--- src/rtl/scc_pkg.sv ---
`timescale 1ns/1ps
package scc_pkg;
    typedef enum logic [1:0] {
        LS_INV = 2'd0,
        LS_SHD = 2'd1,
        LS_EXC = 2'd2
    } line_st_e;

    typedef enum logic [1:0] {
        BC_NONE   = 2'd0,
        BC_RDMISS = 2'd1,
        BC_WRMISS = 2'd2,
        BC_WRBACK = 2'd3
    } bus_cmd_e;

    typedef enum logic [2:0] {
        CS_IDLE,
        CS_EVICT,
        CS_ISSUE,
        CS_FILL,
        CS_DONE
    } ctl_st_e;
endpackage

--- src/rtl/scc_line_array.sv ---
`timescale 1ns/1ps
module scc_line_array
    import scc_pkg::*;
#(
    parameter int IDX_W  = 2,
    parameter int TAG_W  = 6,
    parameter int DATA_W = 16
) (
    input  logic              clk,
    input  logic              rst_n,
    input  logic [IDX_W-1:0]  cpu_idx,
    output logic [TAG_W-1:0]  cpu_tag,
    output line_st_e          cpu_st,
    output logic [DATA_W-1:0] cpu_data,
    input  logic [IDX_W-1:0]  snp_idx,
    output logic [TAG_W-1:0]  snp_tag,
    output line_st_e          snp_st,
    output logic [DATA_W-1:0] snp_data,
    input  logic              cw_en,
    input  logic [TAG_W-1:0]  cw_tag,
    input  line_st_e          cw_st,
    input  logic              cw_data_en,
    input  logic [DATA_W-1:0] cw_data,
    input  logic              sw_en,
    input  line_st_e          sw_st
);
    localparam int LINES = 1 << IDX_W;

    typedef struct packed {
        logic [TAG_W-1:0]  tag;
        line_st_e          st;
        logic [DATA_W-1:0] data;
    } line_t;

    line_t rd_arr [LINES];

    for (genvar gi = 0; gi < LINES; gi++) begin : g_line
        line_t ln_d, ln_q;
        logic  cpu_sel, snp_sel;

        assign cpu_sel = (cpu_idx == IDX_W'(gi));
        assign snp_sel = (snp_idx == IDX_W'(gi));

        always_comb begin
            ln_d = ln_q;
            if (sw_en && snp_sel) begin
                ln_d.st = sw_st;
            end
            if (cw_en && cpu_sel) begin
                ln_d.tag = cw_tag;
                ln_d.st  = cw_st;
            end
            if (cw_data_en && cpu_sel) begin
                ln_d.data = cw_data;
            end
        end

        always_ff @(posedge clk or negedge rst_n) begin
            if (!rst_n) begin
                ln_q <= '{tag: '0, st: LS_INV, data: '0};
            end else begin
                ln_q <= ln_d;
            end
        end

        assign rd_arr[gi] = ln_q;
    end

    assign cpu_tag  = rd_arr[cpu_idx].tag;
    assign cpu_st   = rd_arr[cpu_idx].st;
    assign cpu_data = rd_arr[cpu_idx].data;
    assign snp_tag  = rd_arr[snp_idx].tag;
    assign snp_st   = rd_arr[snp_idx].st;
    assign snp_data = rd_arr[snp_idx].data;
endmodule

--- src/rtl/scc_snoop.sv ---
`timescale 1ns/1ps
module scc_snoop
    import scc_pkg::*;
#(
    parameter int ADDR_W = 8,
    parameter int IDX_W  = 2,
    parameter int DATA_W = 16,
    parameter int ID_W   = 2,
    parameter int MY_ID  = 1
) (
    input  logic              clk,
    input  logic              rst_n,
    input  logic              snp_valid,
    input  bus_cmd_e          snp_cmd,
    input  logic [ADDR_W-1:0] snp_addr,
    input  logic [ID_W-1:0]   snp_id,
    input  logic [ADDR_W-IDX_W-1:0] ln_tag,
    input  line_st_e          ln_st,
    input  logic [DATA_W-1:0] ln_data,
    output logic              relevant,
    output logic              sw_en,
    output line_st_e          sw_st,
    output logic              snp_abort,
    output logic [DATA_W-1:0] snp_data
);
    localparam logic [ID_W-1:0] OWN_ID = ID_W'(MY_ID);

    typedef struct packed {
        logic              abort;
        logic [DATA_W-1:0] data;
    } rsp_t;

    rsp_t rsp_d, rsp_q;
    logic tag_hit;

    assign relevant = snp_valid && (snp_id != OWN_ID) &&
                      (snp_cmd == BC_RDMISS || snp_cmd == BC_WRMISS);
    assign tag_hit  = relevant && (ln_st != LS_INV) &&
                      (ln_tag == snp_addr[ADDR_W-1:IDX_W]);

    always_comb begin
        rsp_d       = rsp_q;
        rsp_d.abort = 1'b0;
        sw_en       = 1'b0;
        sw_st       = LS_INV;
        if (tag_hit) begin
            if (ln_st == LS_EXC) begin
                rsp_d.abort = 1'b1;
                rsp_d.data  = ln_data;
                sw_en       = 1'b1;
                sw_st       = (snp_cmd == BC_RDMISS) ? LS_SHD : LS_INV;
            end else if (snp_cmd == BC_WRMISS) begin
                sw_en = 1'b1;
                sw_st = LS_INV;
            end
        end
    end

    always_ff @(posedge clk or negedge rst_n) begin
        if (!rst_n) begin
            rsp_q <= '0;
        end else begin
            rsp_q <= rsp_d;
        end
    end

    assign snp_abort = rsp_q.abort;
    assign snp_data  = rsp_q.data;
endmodule

--- src/rtl/scc_cpu_ctrl.sv ---
`timescale 1ns/1ps
module scc_cpu_ctrl
    import scc_pkg::*;
#(
    parameter int ADDR_W = 8,
    parameter int IDX_W  = 2,
    parameter int DATA_W = 16
) (
    input  logic              clk,
    input  logic              rst_n,
    input  logic              cpu_req,
    input  logic              cpu_we,
    input  logic [ADDR_W-1:0] cpu_addr,
    input  logic [DATA_W-1:0] cpu_wdata,
    output logic [DATA_W-1:0] cpu_rdata,
    output logic              cpu_ready,
    input  logic              snp_stall,
    input  logic              bus_gnt,
    output logic              bus_req,
    output logic              bus_valid,
    output bus_cmd_e          bus_cmd,
    output logic [ADDR_W-1:0] bus_addr,
    output logic [DATA_W-1:0] bus_data,
    input  logic              fill_valid,
    input  logic [DATA_W-1:0] fill_data,
    input  logic [ADDR_W-IDX_W-1:0] ln_tag,
    input  line_st_e          ln_st,
    input  logic [DATA_W-1:0] ln_data,
    output logic              cw_en,
    output logic [ADDR_W-IDX_W-1:0] cw_tag,
    output line_st_e          cw_st,
    output logic              cw_data_en,
    output logic [DATA_W-1:0] cw_data
);
    localparam int TAG_W = ADDR_W - IDX_W;

    typedef struct packed {
        ctl_st_e           st;
        logic              ready;
        logic [DATA_W-1:0] rdata;
    } ctl_t;

    ctl_t q, d;
    logic [TAG_W-1:0] req_tag;
    logic [IDX_W-1:0] req_idx;
    logic             tag_hit, dirty_victim;

    assign req_tag      = cpu_addr[ADDR_W-1:IDX_W];
    assign req_idx      = cpu_addr[IDX_W-1:0];
    assign tag_hit      = (ln_st != LS_INV) && (ln_tag == req_tag);
    assign dirty_victim = (ln_st == LS_EXC) && (ln_tag != req_tag);

    always_comb begin
        d          = q;
        d.ready    = 1'b0;
        bus_req    = 1'b0;
        bus_valid  = 1'b0;
        bus_cmd    = BC_NONE;
        bus_addr   = '0;
        bus_data   = '0;
        cw_en      = 1'b0;
        cw_tag     = req_tag;
        cw_st      = LS_INV;
        cw_data_en = 1'b0;
        cw_data    = cpu_wdata;
        case (q.st)
            CS_IDLE: begin
                if (cpu_req && !snp_stall) begin
                    if (tag_hit && (!cpu_we || ln_st == LS_EXC)) begin
                        d.st    = CS_DONE;
                        d.ready = 1'b1;
                        if (cpu_we) begin
                            cw_data_en = 1'b1;
                        end else begin
                            d.rdata = ln_data;
                        end
                    end else if (dirty_victim) begin
                        d.st = CS_EVICT;
                    end else begin
                        d.st = CS_ISSUE;
                    end
                end
            end
            CS_EVICT: begin
                bus_req = 1'b1;
                if (!dirty_victim) begin
                    d.st = CS_ISSUE;
                end else if (bus_gnt) begin
                    bus_valid = 1'b1;
                    bus_cmd   = BC_WRBACK;
                    bus_addr  = {ln_tag, req_idx};
                    bus_data  = ln_data;
                    cw_en     = 1'b1;
                    cw_tag    = ln_tag;
                    cw_st     = LS_INV;
                    d.st      = CS_ISSUE;
                end
            end
            CS_ISSUE: begin
                bus_req = 1'b1;
                if (bus_gnt) begin
                    bus_valid = 1'b1;
                    bus_cmd   = cpu_we ? BC_WRMISS : BC_RDMISS;
                    bus_addr  = cpu_addr;
                    bus_data  = cpu_wdata;
                    cw_en     = 1'b1;
                    cw_st     = cpu_we ? LS_EXC : LS_SHD;
                    if (cpu_we) begin
                        cw_data_en = 1'b1;
                        d.ready    = 1'b1;
                        d.st       = CS_DONE;
                    end else begin
                        d.st = CS_FILL;
                    end
                end
            end
            CS_FILL: begin
                if (fill_valid) begin
                    cw_data_en = 1'b1;
                    cw_data    = fill_data;
                    d.rdata    = fill_data;
                    d.ready    = 1'b1;
                    d.st       = CS_DONE;
                end
            end
            CS_DONE: begin
                d.st = CS_IDLE;
            end
            default: begin
                d.st = CS_IDLE;
            end
        endcase
    end

    always_ff @(posedge clk or negedge rst_n) begin
        if (!rst_n) begin
            q <= '{st: CS_IDLE, ready: 1'b0, rdata: '0};
        end else begin
            q <= d;
        end
    end

    assign cpu_ready = q.ready;
    assign cpu_rdata = q.rdata;
endmodule

--- src/rtl/scc_cache.sv ---
`timescale 1ns/1ps
module scc_cache
    import scc_pkg::*;
#(
    parameter int ADDR_W = 8,
    parameter int DATA_W = 16,
    parameter int IDX_W  = 2,
    parameter int ID_W   = 2,
    parameter int MY_ID  = 1
) (
    input  logic              clk,
    input  logic              rst_n,
    input  logic              cpu_req,
    input  logic              cpu_we,
    input  logic [ADDR_W-1:0] cpu_addr,
    input  logic [DATA_W-1:0] cpu_wdata,
    output logic [DATA_W-1:0] cpu_rdata,
    output logic              cpu_ready,
    output logic              bus_req,
    input  logic              bus_gnt,
    output logic              bus_valid,
    output logic [1:0]        bus_cmd,
    output logic [ADDR_W-1:0] bus_addr,
    output logic [DATA_W-1:0] bus_data,
    output logic [ID_W-1:0]   bus_src,
    input  logic              fill_valid,
    input  logic [DATA_W-1:0] fill_data,
    input  logic              snp_valid,
    input  logic [1:0]        snp_cmd,
    input  logic [ADDR_W-1:0] snp_addr,
    input  logic [ID_W-1:0]   snp_id,
    output logic              snp_abort,
    output logic [DATA_W-1:0] snp_data
);
    localparam int TAG_W = ADDR_W - IDX_W;

    logic [TAG_W-1:0]  c_tag, s_tag, cw_tag;
    line_st_e          c_st, s_st, cw_st, sw_st;
    logic [DATA_W-1:0] c_data, s_data, cw_data;
    logic              cw_en, cw_data_en, sw_en, snp_rel, snp_stall;
    bus_cmd_e          cmd_e;

    assign snp_stall = snp_rel && (snp_addr[IDX_W-1:0] == cpu_addr[IDX_W-1:0]);
    assign bus_cmd   = cmd_e;
    assign bus_src   = ID_W'(MY_ID);

    scc_line_array #(.IDX_W(IDX_W), .TAG_W(TAG_W), .DATA_W(DATA_W)) u_lines (
        .clk(clk), .rst_n(rst_n),
        .cpu_idx(cpu_addr[IDX_W-1:0]), .cpu_tag(c_tag), .cpu_st(c_st), .cpu_data(c_data),
        .snp_idx(snp_addr[IDX_W-1:0]), .snp_tag(s_tag), .snp_st(s_st), .snp_data(s_data),
        .cw_en(cw_en), .cw_tag(cw_tag), .cw_st(cw_st),
        .cw_data_en(cw_data_en), .cw_data(cw_data),
        .sw_en(sw_en), .sw_st(sw_st)
    );

    scc_snoop #(.ADDR_W(ADDR_W), .IDX_W(IDX_W), .DATA_W(DATA_W),
                .ID_W(ID_W), .MY_ID(MY_ID)) u_snoop (
        .clk(clk), .rst_n(rst_n),
        .snp_valid(snp_valid), .snp_cmd(bus_cmd_e'(snp_cmd)),
        .snp_addr(snp_addr), .snp_id(snp_id),
        .ln_tag(s_tag), .ln_st(s_st), .ln_data(s_data),
        .relevant(snp_rel), .sw_en(sw_en), .sw_st(sw_st),
        .snp_abort(snp_abort), .snp_data(snp_data)
    );

    scc_cpu_ctrl #(.ADDR_W(ADDR_W), .IDX_W(IDX_W), .DATA_W(DATA_W)) u_ctrl (
        .clk(clk), .rst_n(rst_n),
        .cpu_req(cpu_req), .cpu_we(cpu_we), .cpu_addr(cpu_addr),
        .cpu_wdata(cpu_wdata), .cpu_rdata(cpu_rdata), .cpu_ready(cpu_ready),
        .snp_stall(snp_stall), .bus_gnt(bus_gnt), .bus_req(bus_req),
        .bus_valid(bus_valid), .bus_cmd(cmd_e), .bus_addr(bus_addr),
        .bus_data(bus_data), .fill_valid(fill_valid), .fill_data(fill_data),
        .ln_tag(c_tag), .ln_st(c_st), .ln_data(c_data),
        .cw_en(cw_en), .cw_tag(cw_tag), .cw_st(cw_st),
        .cw_data_en(cw_data_en), .cw_data(cw_data)
    );
endmodule

--- config.mk ---
export PLATFORM = sky130hd
export DESIGN_NAME = scc_cache
export DESIGN_NICKNAME = d
export VERILOG_FILES = /design/src/rtl/scc_pkg.sv /design/src/rtl/scc_line_array.sv /design/src/rtl/scc_snoop.sv /design/src/rtl/scc_cpu_ctrl.sv /design/src/rtl/scc_cache.sv
export SDC_FILE = /design/constraint.sdc
export NUM_CORES = 1
export LEC_CHECK = 0
export BUFFER_PORTS_ARGS = -buffer_cell sky130_fd_sc_hd__buf_2
export CAP_MARGIN = 20
export CORE_MARGIN = 3
export CORE_UTILIZATION = 57
export CTS_CLUSTER_SIZE = 10
export DETAILED_ROUTE_END_ITERATION = 16
export GPL_TIMING_DRIVEN = 0
export HOLD_SLACK_MARGIN = 0.02
export PLACE_DENSITY_LB_ADDON = 0.15
export SLEW_MARGIN = 20
export SYNTH_ARGS = -nofsm -noshare
export SYNTH_HDL_FRONTEND = slang
export SYNTH_SLANG_ARGS = --single-unit
--- constraint.sdc ---
create_clock -name clk -period 4 [get_ports clk]
set_input_delay 0.6 -clock clk [delete_from_list [all_inputs] [get_ports clk]]
set_output_delay 0.6 -clock clk [all_outputs]
set_load 0.03 [all_outputs]
==> results of run 1 <==
[metal layers]
layer / vias to the layer above / GRT usage / part of all wire
met4: 0 / 0.0847 / 0.016
met5: - / 0 / 0
met1: 2927 / 0.383 / 0.41
met3: 35 / 0.0891 / 0.092
li1: 2499 / - / -
met2: 309 / 0.440 / 0.48
[worst max-delay path: cells and delay by family]
kind | cells | cell delay (ps)
buffers and inverters | 5 | 2040
multiplexers | 1 | 430
AO/OA/AOI/OAI | 1 | 240
[synth_stat cells (all sizes together), types with 3 or more instances]
library cell / number / area, um^2
a22o: 22 / 193
nor4: 3 / 33.8
or2: 3 / 18.8
nand4: 4 / 40.0
nand2b: 9 / 56.3
inv: 5 / 18.8
a211oi: 16 / 120
a21oi: 5 / 25.0
xnor2: 12 / 135
a32o: 7 / 70.1
mux2: 105 / 1330
and2: 5 / 31.3
dfrtp: 133 / 3330
nor2b: 8 / 50.1
mux4: 48 / 1080
nor2: 23 / 86.3
clkbuf: 26 / 97.6
nor3: 18 / 95.1
nand2: 75 / 282
nand3: 6 / 30.0
o21ai: 12 / 105
buf: 32 / 236
[metrics by stage]
| step | TNS, ps | hold WS (ps) | util | total power, mW |
|---|---|---|---|---|
| after floorplan | 0 | 304 | - | 4.16 |
| after global placement | -3140 | 485 | 0.658 | 4.66 |
| after detailed placement | -3890 | 497 | 0.661 | 4.79 |
| after CTS | 0 | 122 | 0.706 | 6.38 |
| after global routing | 0 | 132 | 0.707 | 6.68 |
| final | 0 | 97.4 | 0.707 | 6.39 |
[final timing paths]
path                                                           to  cells after the start                                    from  slack [ps]
setup / recovery                                     bus_data[15]                      7                             cpu_addr[1]          80
max in group asynchronous  u_lines.g_line[1].ln_q[13]$_DFFE_PN0P_                      2                                   rst_n        3190
min in group clk                  u_ctrl.cpu_rdata[8]$_DFFE_PN0P_                      3                            fill_data[8]         460
hold / removal                           u_ctrl.q[18]$_DFFE_PN0P_                      1                                   rst_n         100
setup reg to reg                 u_snoop.snp_data[13]$_DFFE_PN0P_                      8  u_lines.g_line[3].ln_q[23]$_DFFE_PN0P_         970
hold reg to reg                   u_snoop.snp_data[7]$_DFFE_PN0P_                      1         u_snoop.snp_data[7]$_DFFE_PN0P_         500
[final cells by class]
| class | count | share of cell area |
|---|---|---|
| Buffer | 57 | 0.0366 |
| Clock buffer | 22 | 0.0499 |
| Clock inverter | 10 | 0.0143 |
| Inverter | 5 | 0.00206 |
| Multi-Input combinational cell | 404 | 0.439 |
| Sequential cell | 133 | 0.366 |
| Tap cell | 172 | 0.0237 |
| Timing Repair Buffer | 119 | 0.0690 |
[state kept, by name, indices dropped and copies added (netlist names)]
register             flops
u_ctrl.cpu_ready         1
u_lines.g_line.ln_q     96
u_ctrl.cpu_rdata        16
u_snoop.snp_abort        1
u_snoop.snp_data        16
u_ctrl.q                 3
[cell families after synthesis]
logic type,count (synthesis)
other,2
XOR/XNOR,14
flip-flops,133
adder cells (fa/ha/maj),2
buffers and inverters,63
multiplexers,153
AO/OA/AOI/OAI,76
AND/OR/NAND/NOR,157
[power by group]
part	total (mW)	switching (mW)	internal, mW
clock network	1.57	0.583	0.990
logic	2.50	1.16	1.33
registers	2.32	0.407	1.91
total	6.39	2.15	4.23
[repair_timing]
item                                    4_1_cts  5_1_grt
endpoints found under the setup margin       20        0
hold endpoints to repair                      0        0
resized for setup                             2        0
==> flow_summary.json, run 1 <==
{
  "status": "complete, no violations",
  "cts_max_path_buffers": 2,
  "final_cell_mix": "dfrtp_1 (133), buf_2 (120), nand2_1 (75), mux2_2 (65), mux4_2 (48)",
  "synthAdderAreaFrac": 0.00326,
  "gr-total-overflow": 0,
  "fin_area_um2": 9100,
  "synth_top_family_by_area": "multiplexers",
  "post_cts_buffers": 0,
  "worstPathRequired_ps": 3400,
  "antenna_found_initial": 0,
  "grt_max_degree": 73,
  "setup_viol": 0,
  "worst_slack_ps": 80.8,
  "synth_xor_area_frac": 0.0199,
  "ant_nets": 0,
  "die_y_um": 122,
  "cp_slowest_stage_delay_ps": 680,
  "grt_pass1_vias": 5812,
  "crit_path_max_fanout": 10,
  "leakage_nw": 4.28,
  "grt_pass1_wl_mm": 31.3,
  "hold_buffers": 0,
  "critPathLaunchType": "input port",
  "start_util": 0.595,
  "cts_made_buffers": 17,
  "routabilityCongestion": 0.877,
  "first_pass_iters": 6,
  "fmax_mhz": 255,
  "ios": 123,
  "drive_gt1_frac": 0.464,
  "ys_warn_count": 0,
  "synthSimpleGateAreaFrac": 0.0976,
  "relSlewSlack": 0.254,
  "synth_compound_area_frac": 0.0831,
  "fin_crit_sh": 0.980,
  "netlist-cell-type-count": 50,
  "critPathArrivalTime_ps": 3320,
  "cap_violations": 0,
  "clkTransAtPathRegs_ps": 60,
  "multiInputGateArea_um2": 3990,
  "route.detailed.drc": 0,
  "async_reset_ff_frac": 1.00,
  "core_area_um2": 12900,
  "p_per_area_nw_per_um2": 702,
  "htree_levels": 4,
  "hp-class": "input port to async pin",
  "post-place-ws_ps": -258,
  "wire_per_inst_um": 22.0,
  "synthMuxAreaShare": 0.315,
  "maxSlewViolCount": 0,
  "placed_area_um2": 8510,
  "syn_avg_cell_area_um2": 12.8,
  "hold_viol": 0,
  "ys_seq_elements": 133,
  "cts.sinks": 133,
  "syn_area_um2": 7660,
  "grtUsageTotal": 0.282,
  "die-width_um": 122,
  "cpMaxStageDelayCell": "clkbuf_1",
  "clock_latency_ps": 430,
  "antenna_cells": 0,
  "dp_cells": 891,
  "rsz0062_at_grt": "no",
  "peakVddDrop_mv": 0.387,
  "drtIter0Drc": 525,
  "end_kind": "output pin",
  "dp_hpwl_mm": 14.1,
  "syn_inst": 600,
  "cts_root_buffer": "clkbuf_16",
  "period_needed_ps": 3920,
  "cts_tree": "built",
  "crit_type": "input port to output pin",
  "synthFlopType": "dfrtp_1",
  "nFillCells": 917,
  "synth_edf_count": 0,
  "path_cells": "buf_2 -> buf_1 -> buf_1 -> clkbuf_1 -> mux4_2 -> a22o_1 -> buf_2",
  "seq_area_frac_synth": 0.434,
  "layout.nets": 798,
  "final_common_cell": "dfrtp_1",
  "tightest_slew_ps": 1120,
  "areaGrowthSynthToFinish_pct": 18.7,
  "stdcell_count": 922,
  "totalWireLength_mm": 20.3,
  "regArea_um2": 3330,
  "syn_nets": 661,
  "vias_per_cell": 6.26,
  "portBuffers": 118,
  "vias": 5770,
  "placementRows": 41,
  "dieArea_um2": 14900,
  "fin_skew_ps": 6.74
}
(Power assumes the default switching activity.)
==> run 2, diff against run 1 <==
--- a/config.mk
+++ b/config.mk
@@ -17,4 +17,5 @@
 export SLEW_MARGIN = 20
 export SYNTH_ARGS = -nofsm -noshare
 export SYNTH_HDL_FRONTEND = slang
+export SYNTH_HIERARCHICAL = 1
 export SYNTH_SLANG_ARGS = --single-unit
==> run 2 against run 1 <==
Core utilization grew 1.5 points. Clock power grew 10%. Via count shrank 1.1%. Count of clock-buffer cells in the layout shrank 4. Critical path depth grew 5. Fmax shrank 0.24%. Clock skew grew 8.8 ps. Largest cell class unchanged.
==> flow_summary.json, run 2 <==
{
  "status": "complete, no violations",
  "internal_power_mw": 4.36,
  "syn_nets": 644,
  "synthFlopType": "dfrtp_1",
  "dp_hpwl_mm": 14.3,
  "combinationalPowerShare": 0.380,
  "ff2ff_setup_slack_ps": 550,
  "drtIter0Drc": 478,
  "crit_type": "input port to output pin",
  "fin_skew_ps": 15.5,
  "path_buf_inv": 6,
  "period_needed_ps": 3930,
  "vias": 5704,
  "path_delay_family": "buffers and inverters",
  "vias_per_cell": 6.26,
  "cts.sinks": 133,
  "die_y_um": 122,
  "p_per_area_nw_per_um2": 711,
  "final_common_cell": "dfrtp_1",
  "ys_warn_count": 6,
  "stdcell_count": 911,
  "end_kind": "output pin",
  "synth_top_area_cell": "dfrtp_1",
  "core_area_um2": 12900,
  "fin_crit_sh": 0.982,
  "yosysMostFrequentCell": "dfrtp_1",
  "ant_nets": 0,
  "largest_reg_flops": 96,
  "first_pass_iters": 5,
  "dp_cells": 876,
  "regArea_um2": 3330,
  "dieArea_um2": 15000,
  "final_cell_mix": "dfrtp_1 (133), buf_2 (124), mux2_2 (113), nand2_1 (54), mux4_2 (35)",
  "clkTransAtPathRegs_ps": 50,
  "switching_share": 0.343,
  "async_reset_ff_frac": 1.00,
  "worstPathRequired_ps": 3400,
  "crit_path_max_fanout": 10,
  "hold_viol": 0,
  "power.share.clock": 0.261,
  "cts_max_path_buffers": 2,
  "cpMaxStageDelayCell": "mux4_1",
  "ys_seq_elements": 133,
  "nFillCells": 890,
  "cts_tree": "built",
  "cap_violations": 0,
  "synth_edf_count": 0,
  "critPathArrivalTime_ps": 3330,
  "leakage_nw": 4.45,
  "syn_area_um2": 7730,
  "top_register": "u_lines/g_line.ln_q",
  "fin_area_um2": 9330,
  "seq_area_frac_synth": 0.431,
  "antenna_cells": 0,
  "syn_avg_cell_area_um2": 13.3,
  "path_cells": "buf_2 -> buf_6 -> buf_6 -> mux4_1 -> xnor2_1 -> nand2_1 -> o2111ai_4 -> nor2_1 -> buf_2 -> buf_4 -> a22o_1 -> buf_2",
  "netlist.area_leader.share": 0.431,
  "cts_made_buffers": 17,
  "clock_latency_ps": 430,
  "start_util": 0.598,
  "portBuffers": 120,
  "synth.area.top_cells": "dfrtp_1 (43%), mux2_2 (16%), mux4_2 (10%)",
  "seq_power_share": 0.359,
  "hp-class": "input port to async pin",
  "grt_pass1_wl_mm": 32.2,
  "setup_viol": 0,
  "wire_per_inst_um": 23.0,
  "areaGrowthSynthToFinish_pct": 20.8,
  "syn_inst": 583,
  "critPathLaunchType": "input port",
  "ios": 123,
  "die-width_um": 122,
  "netlist-cell-type-count": 60,
  "grt_max_degree": 89,
  "relSlewSlack": 0.418,
  "htree_levels": 4,
  "placementRows": 41,
  "antenna_found_initial": 0,
  "totalWireLength_mm": 21.0,
  "placed_area_um2": 8580,
  "cts_root_buffer": "clkbuf_16",
  "ys_top_cells_by_count": "dfrtp_1 (133), mux2_2 (113), nand2_1 (54), mux4_2 (35), nor2_1 (31)",
  "drive_gt1_frac": 0.506,
  "grt_pass1_vias": 5723,
  "grtUsageTotal": 0.291,
  "cp_slowest_stage_delay_ps": 630,
  "setup.worst_path.start": "cpu_addr[0]",
  "peakVddDrop_mv": 0.501,
  "maxSlewViolCount": 0,
  "layout.nets": 787,
  "path_common_cell": "buf_2",
  "fmax_mhz": 255,
  "rr_startpoint": "u_lines/g_line[1].ln_q[23]$_DFFE_PN0P_",
  "gr-total-overflow": 0,
  "p_sw_mw": 2.28,
  "route.detailed.drc": 0,
  "routabilityCongestion": 0.845,
  "tightest_slew_ps": 869,
  "multiInputGateArea_um2": 4040,
  "hold_buffers": 0
}
[run 2: cell count changes in the layout (fill, tap and decap cells not counted), sizes merged, moves of 16 or more]
cell | previous run | this run
nand2 | 75 | 54
clkbuf | 47 | 27
buf | 151 | 169
o21a | 0 | 17
a211oi | 16 | 0
nor3 | 18 | 2
o2bb2ai | 0 | 16
[run 2: per-layer routing]
layer / vias to the layer above / track usage / part of all wire
li1: 2468 / - / -
met1: 2923 / 0.399 / 0.41
met2: 271 / 0.464 / 0.48
met3: 42 / 0.0594 / 0.078
met4: 0 / 0.106 / 0.025
met5: - / 0 / 0
[run 2: cell families after synthesis]
kind of cell | count (synthesis) | share of synthesized area
AO/OA/AOI/OAI | 78 | 0.0828
buffers and inverters | 57 | 0.0530
adder cells (fa/ha/maj) | 2 | 0.00324
AND/OR/NAND/NOR | 128 | 0.0928
flip-flops | 133 | 0.431
other | 3 | 0.00146
multiplexers | 168 | 0.320
XOR/XNOR | 14 | 0.0159
[run 2: worst paths after layout]
path,end,cells past startpoint
setup / recovery,bus_data[10],12
max in group asynchronous,u_snoop/snp_data[6]$_DFFE_PN0P_,2
hold reg to reg,u_ctrl/cpu_rdata[10]$_DFFE_PN0P_,1
setup reg to reg,u_lines/g_line[0].ln_q[7]$_DFFE_PN0P_,8
min in group clk,u_ctrl/cpu_rdata[10]$_DFFE_PN0P_,1
hold / removal,u_ctrl/q[19]$_DFFE_PN0P_,1
[run 2: power by group through the flow]
stage	clock, mW	sequential, mW	combinational [mW]
2_1_floorplan	0	2.24	1.91
4_1_cts	1.76	2.36	2.49
3_3_place_gp	0	2.29	2.37
6_report	1.73	2.38	2.52
5_1_grt	1.83	2.44	2.69
3_5_place_dp	0	2.37	2.44
[run 2: metrics by stage]
stage	worst slack [ps]	power, mW	utilization	TNS (ps)	hold WS, ps
6_report	71.4	6.64	0.722	0	72.5
2_1_floorplan	190	4.15	-	0	304
3_3_place_gp	-526	4.66	0.661	-17850	475
3_5_place_dp	-565	4.81	0.664	-24920	481
5_1_grt	-2.44	6.96	0.722	-2.44	86.6
4_1_cts	23.2	6.61	0.719	0	75.6
[run 2: area by class of cell]
cell class                 count  share of cell area
multi-input combinational    393               0.433
sequential                   133               0.357
timing repair buffer         124              0.0708
clock buffer                  18              0.0471
buffer                        54              0.0442
clock inverter                14              0.0239
tap                          172              0.0231
inverter                       3             0.00121
[run 2: worst register-to-register path: stages, from the launching register on]
cell and delay (ps):
dfrtp_1 400, mux4_1 570, xnor2_1 270, o2111ai_1 390, o32ai_1 430, o21a_1 360, nor3b_4 340, buf_6 220
mux2_2 370
[run 2: what timing repair did]
item	in CTS	in global routing
pin swaps	1	1
gates resized for setup	8	5
buffers inserted	2	1
endpoints found under the setup margin	35	11
==> run 3, diff against run 2 <==
--- a/config.mk
+++ b/config.mk
@@ -8,9 +8,10 @@
 export BUFFER_PORTS_ARGS = -buffer_cell sky130_fd_sc_hd__buf_2
 export CAP_MARGIN = 20
 export CORE_MARGIN = 3
-export CORE_UTILIZATION = 57
+export CORE_UTILIZATION = 51
 export CTS_CLUSTER_SIZE = 10
 export DETAILED_ROUTE_END_ITERATION = 16
+export GPL_ROUTABILITY_DRIVEN = 0
 export GPL_TIMING_DRIVEN = 0
 export HOLD_SLACK_MARGIN = 0.02
 export PLACE_DENSITY_LB_ADDON = 0.15
==> run 3 against run 2 <==
Critical path type unchanged. Final cell count rose by 1.3%. Via count is 1.4% lower. Routed wire length up 1.3%. Worst hold slack lost 19 ps.
==> flow_summary.json, run 3 (synthesis gave the netlist of run 2 again) <==
{
  "vias_per_cell": 6.10,
  "drtIter0Drc": 360,
  "layout.nets": 787,
  "use_met1": 0.368,
  "areaGrowthSynthToFinish_pct": 19.6,
  "antenna_found_initial": 0,
  "worst_slack_ps": 79.5,
  "die-width_um": 129,
  "fin_crit_sh": 0.980,
  "leakage_nw": 4.39,
  "nFillCells": 1115,
  "fin_skew_ps": 9.37,
  "period_needed_ps": 3920,
  "setup_viol": 0,
  "fin_area_um2": 9240,
  "grtUsageMet2": 0.408,
  "path_buf_inv": 7,
  "p_per_area_nw_per_um2": 686,
  "largest_reg_flops": 96,
  "hold_viol": 0,
  "final_common_cell": "dfrtp_1",
  "drive_gt1_frac": 0.502,
  "grtUsageTotal": 0.260,
  "internal_power_mw": 4.15,
  "placementRows": 44,
  "htree_levels": 4,
  "fmax_mhz": 255,
  "crit_path_max_fanout": 10,
  "cp_slowest_stage_delay_ps": 380,
  "power.share.clock": 0.234,
  "cpMaxStageDelayCell": "mux4_2",
  "cts_root_buffer": "clkbuf_16",
  "dieArea_um2": 16700,
  "route.detailed.drc": 0,
  "cts_tree": "built",
  "post-place-ws_ps": -717,
  "reg2regPathDepth": 8,
  "antenna_cells": 0,
  "final_cell_mix": "dfrtp_1 (133), buf_2 (123), mux2_2 (113), nand2_1 (54), mux4_2 (36)",
  "clock_latency_ps": 420,
  "rr_startpoint": "u_lines/g_line[3].ln_q[18]$_DFFE_PN0P_",
  "ios": 123,
  "grt_pass1_wl_mm": 32.4,
  "hp-class": "input port to async pin",
  "cts.sinks": 133,
  "totalWireLength_mm": 21.2,
  "top_register": "u_lines/g_line.ln_q",
  "relSlewSlack": 0.335,
  "hold_ws_ps": 53.7,
  "placed_area_um2": 8590,
  "critPathArrivalTime_ps": 3320,
  "gr-total-overflow": 0,
  "maxSlewViolCount": 0,
  "grt_pass1_vias": 5661,
  "combinationalPowerShare": 0.396,
  "worstPathRequired_ps": 3400,
  "ff2ff_setup_slack_ps": 500,
  "path_cells": "buf_2 -> buf_6 -> buf_6 -> buf_4 -> mux4_2 -> xnor2_2 -> nand2_1 -> o2111ai_4 -> nor2_1 -> clkbuf_4 -> buf_6 -> a22o_1 -> buf_2",
  "peakVddDrop_mv": 0.345,
  "wire_per_inst_um": 23.0,
  "portBuffers": 120,
  "path_delay_family": "buffers and inverters",
  "grt.met3_usage": 0.0523,
  "grt.busiest_layer": "met2",
  "p_sw_mw": 2.20,
  "tightest_slew_ps": 998,
  "cts_max_path_buffers": 2,
  "vias": 5626,
  "r2r_end": "u_lines/g_line[0].ln_q[10]$_DFFE_PN0P_",
  "end_kind": "output pin",
  "cap_violations": 0,
  "status": "complete, no violations",
  "dp_hpwl_mm": 14.6,
  "die_y_um": 129,
  "core_area_um2": 14700,
  "path_common_cell": "buf_6",
  "seq_power_share": 0.370,
  "cts_made_buffers": 17,
  "crit_type": "input port to output pin",
  "start_util": 0.526,
  "ant_nets": 0,
  "grt_max_degree": 99,
  "switching_share": 0.346,
  "critPathLaunchType": "input port",
  "first_pass_iters": 5,
  "clkTransAtPathRegs_ps": 60
}
## run 3: area by class of cell
class                      instances  area, um^2  share of cell area
multi-input combinational        393        4030               0.436
buffer                            54         415              0.0449
tap                              184         230              0.0249
clock inverter                     8        73.8             0.00799
inverter                           3        11.3             0.00122
sequential                       133        3330               0.360
clock buffer                      24         492              0.0532
timing repair buffer             124         661              0.0715
## run 3: metrics by stage
step	utilization	power (mW)	setup TNS (ps)	instances
6_report	0.629	6.34	0	923
4_1_cts	0.626	6.32	0	922
2_1_floorplan	-	4.15	0	583
3_5_place_dp	0.585	4.81	-36250	888
5_1_grt	0.629	6.66	-31.5	923
3_3_place_gp	0.582	4.69	-33030	887
## run 3: worst register-to-register path, stage by stage (launching register included)
cell and delay, ps:
dfrtp_1 390, mux4_2 530, xnor2_2 280, o2111ai_1 440
o32ai_1 490, o21a_1 360, nor3b_4 320, buf_6 220
mux2_2 360
## run 3: metal layers
metal  vias up  share of wire
li1       2478              -
met1      2910           0.43
met2       201           0.49
met3        37          0.056
met4         0          0.020
met5         -              0
## run 3: worst max path at each step
stage                                                   to         from  depth (start not counted)  slack, ps
floorplan           u_lines/g_line[0].ln_q[16]$_DFFE_PN0P_  snp_addr[0]                         11        190
global placement     u_lines/g_line[0].ln_q[8]$_DFFE_PN0P_  cpu_addr[1]                         12       -670
detailed placement  u_lines/g_line[0].ln_q[14]$_DFFE_PN0P_  cpu_addr[1]                         12       -720
CTS                                           bus_data[15]  cpu_addr[1]                         13         20
global route        u_lines/g_line[0].ln_q[10]$_DFFE_PN0P_  cpu_addr[1]                         12        -10
finish                                        bus_data[15]  cpu_addr[1]                         13         80
## run 3: repair_timing
action	in CTS	in global routing
setup endpoints to repair	46	56
endpoints found under the hold margin	0	0
pin swaps	1	1
buffers inserted	2	1
resized for setup	8	6
hold buffers	0	0
## run 3: power groups by stage
stage | registers [mW] | clock network (mW) | logic [mW]
global route | 2.42 | 1.57 | 2.67
CTS | 2.34 | 1.50 | 2.49
floorplan | 2.24 | 0 | 1.91
finish | 2.35 | 1.49 | 2.51
detailed placement | 2.35 | 0 | 2.46
global placement | 2.29 | 0 | 2.40
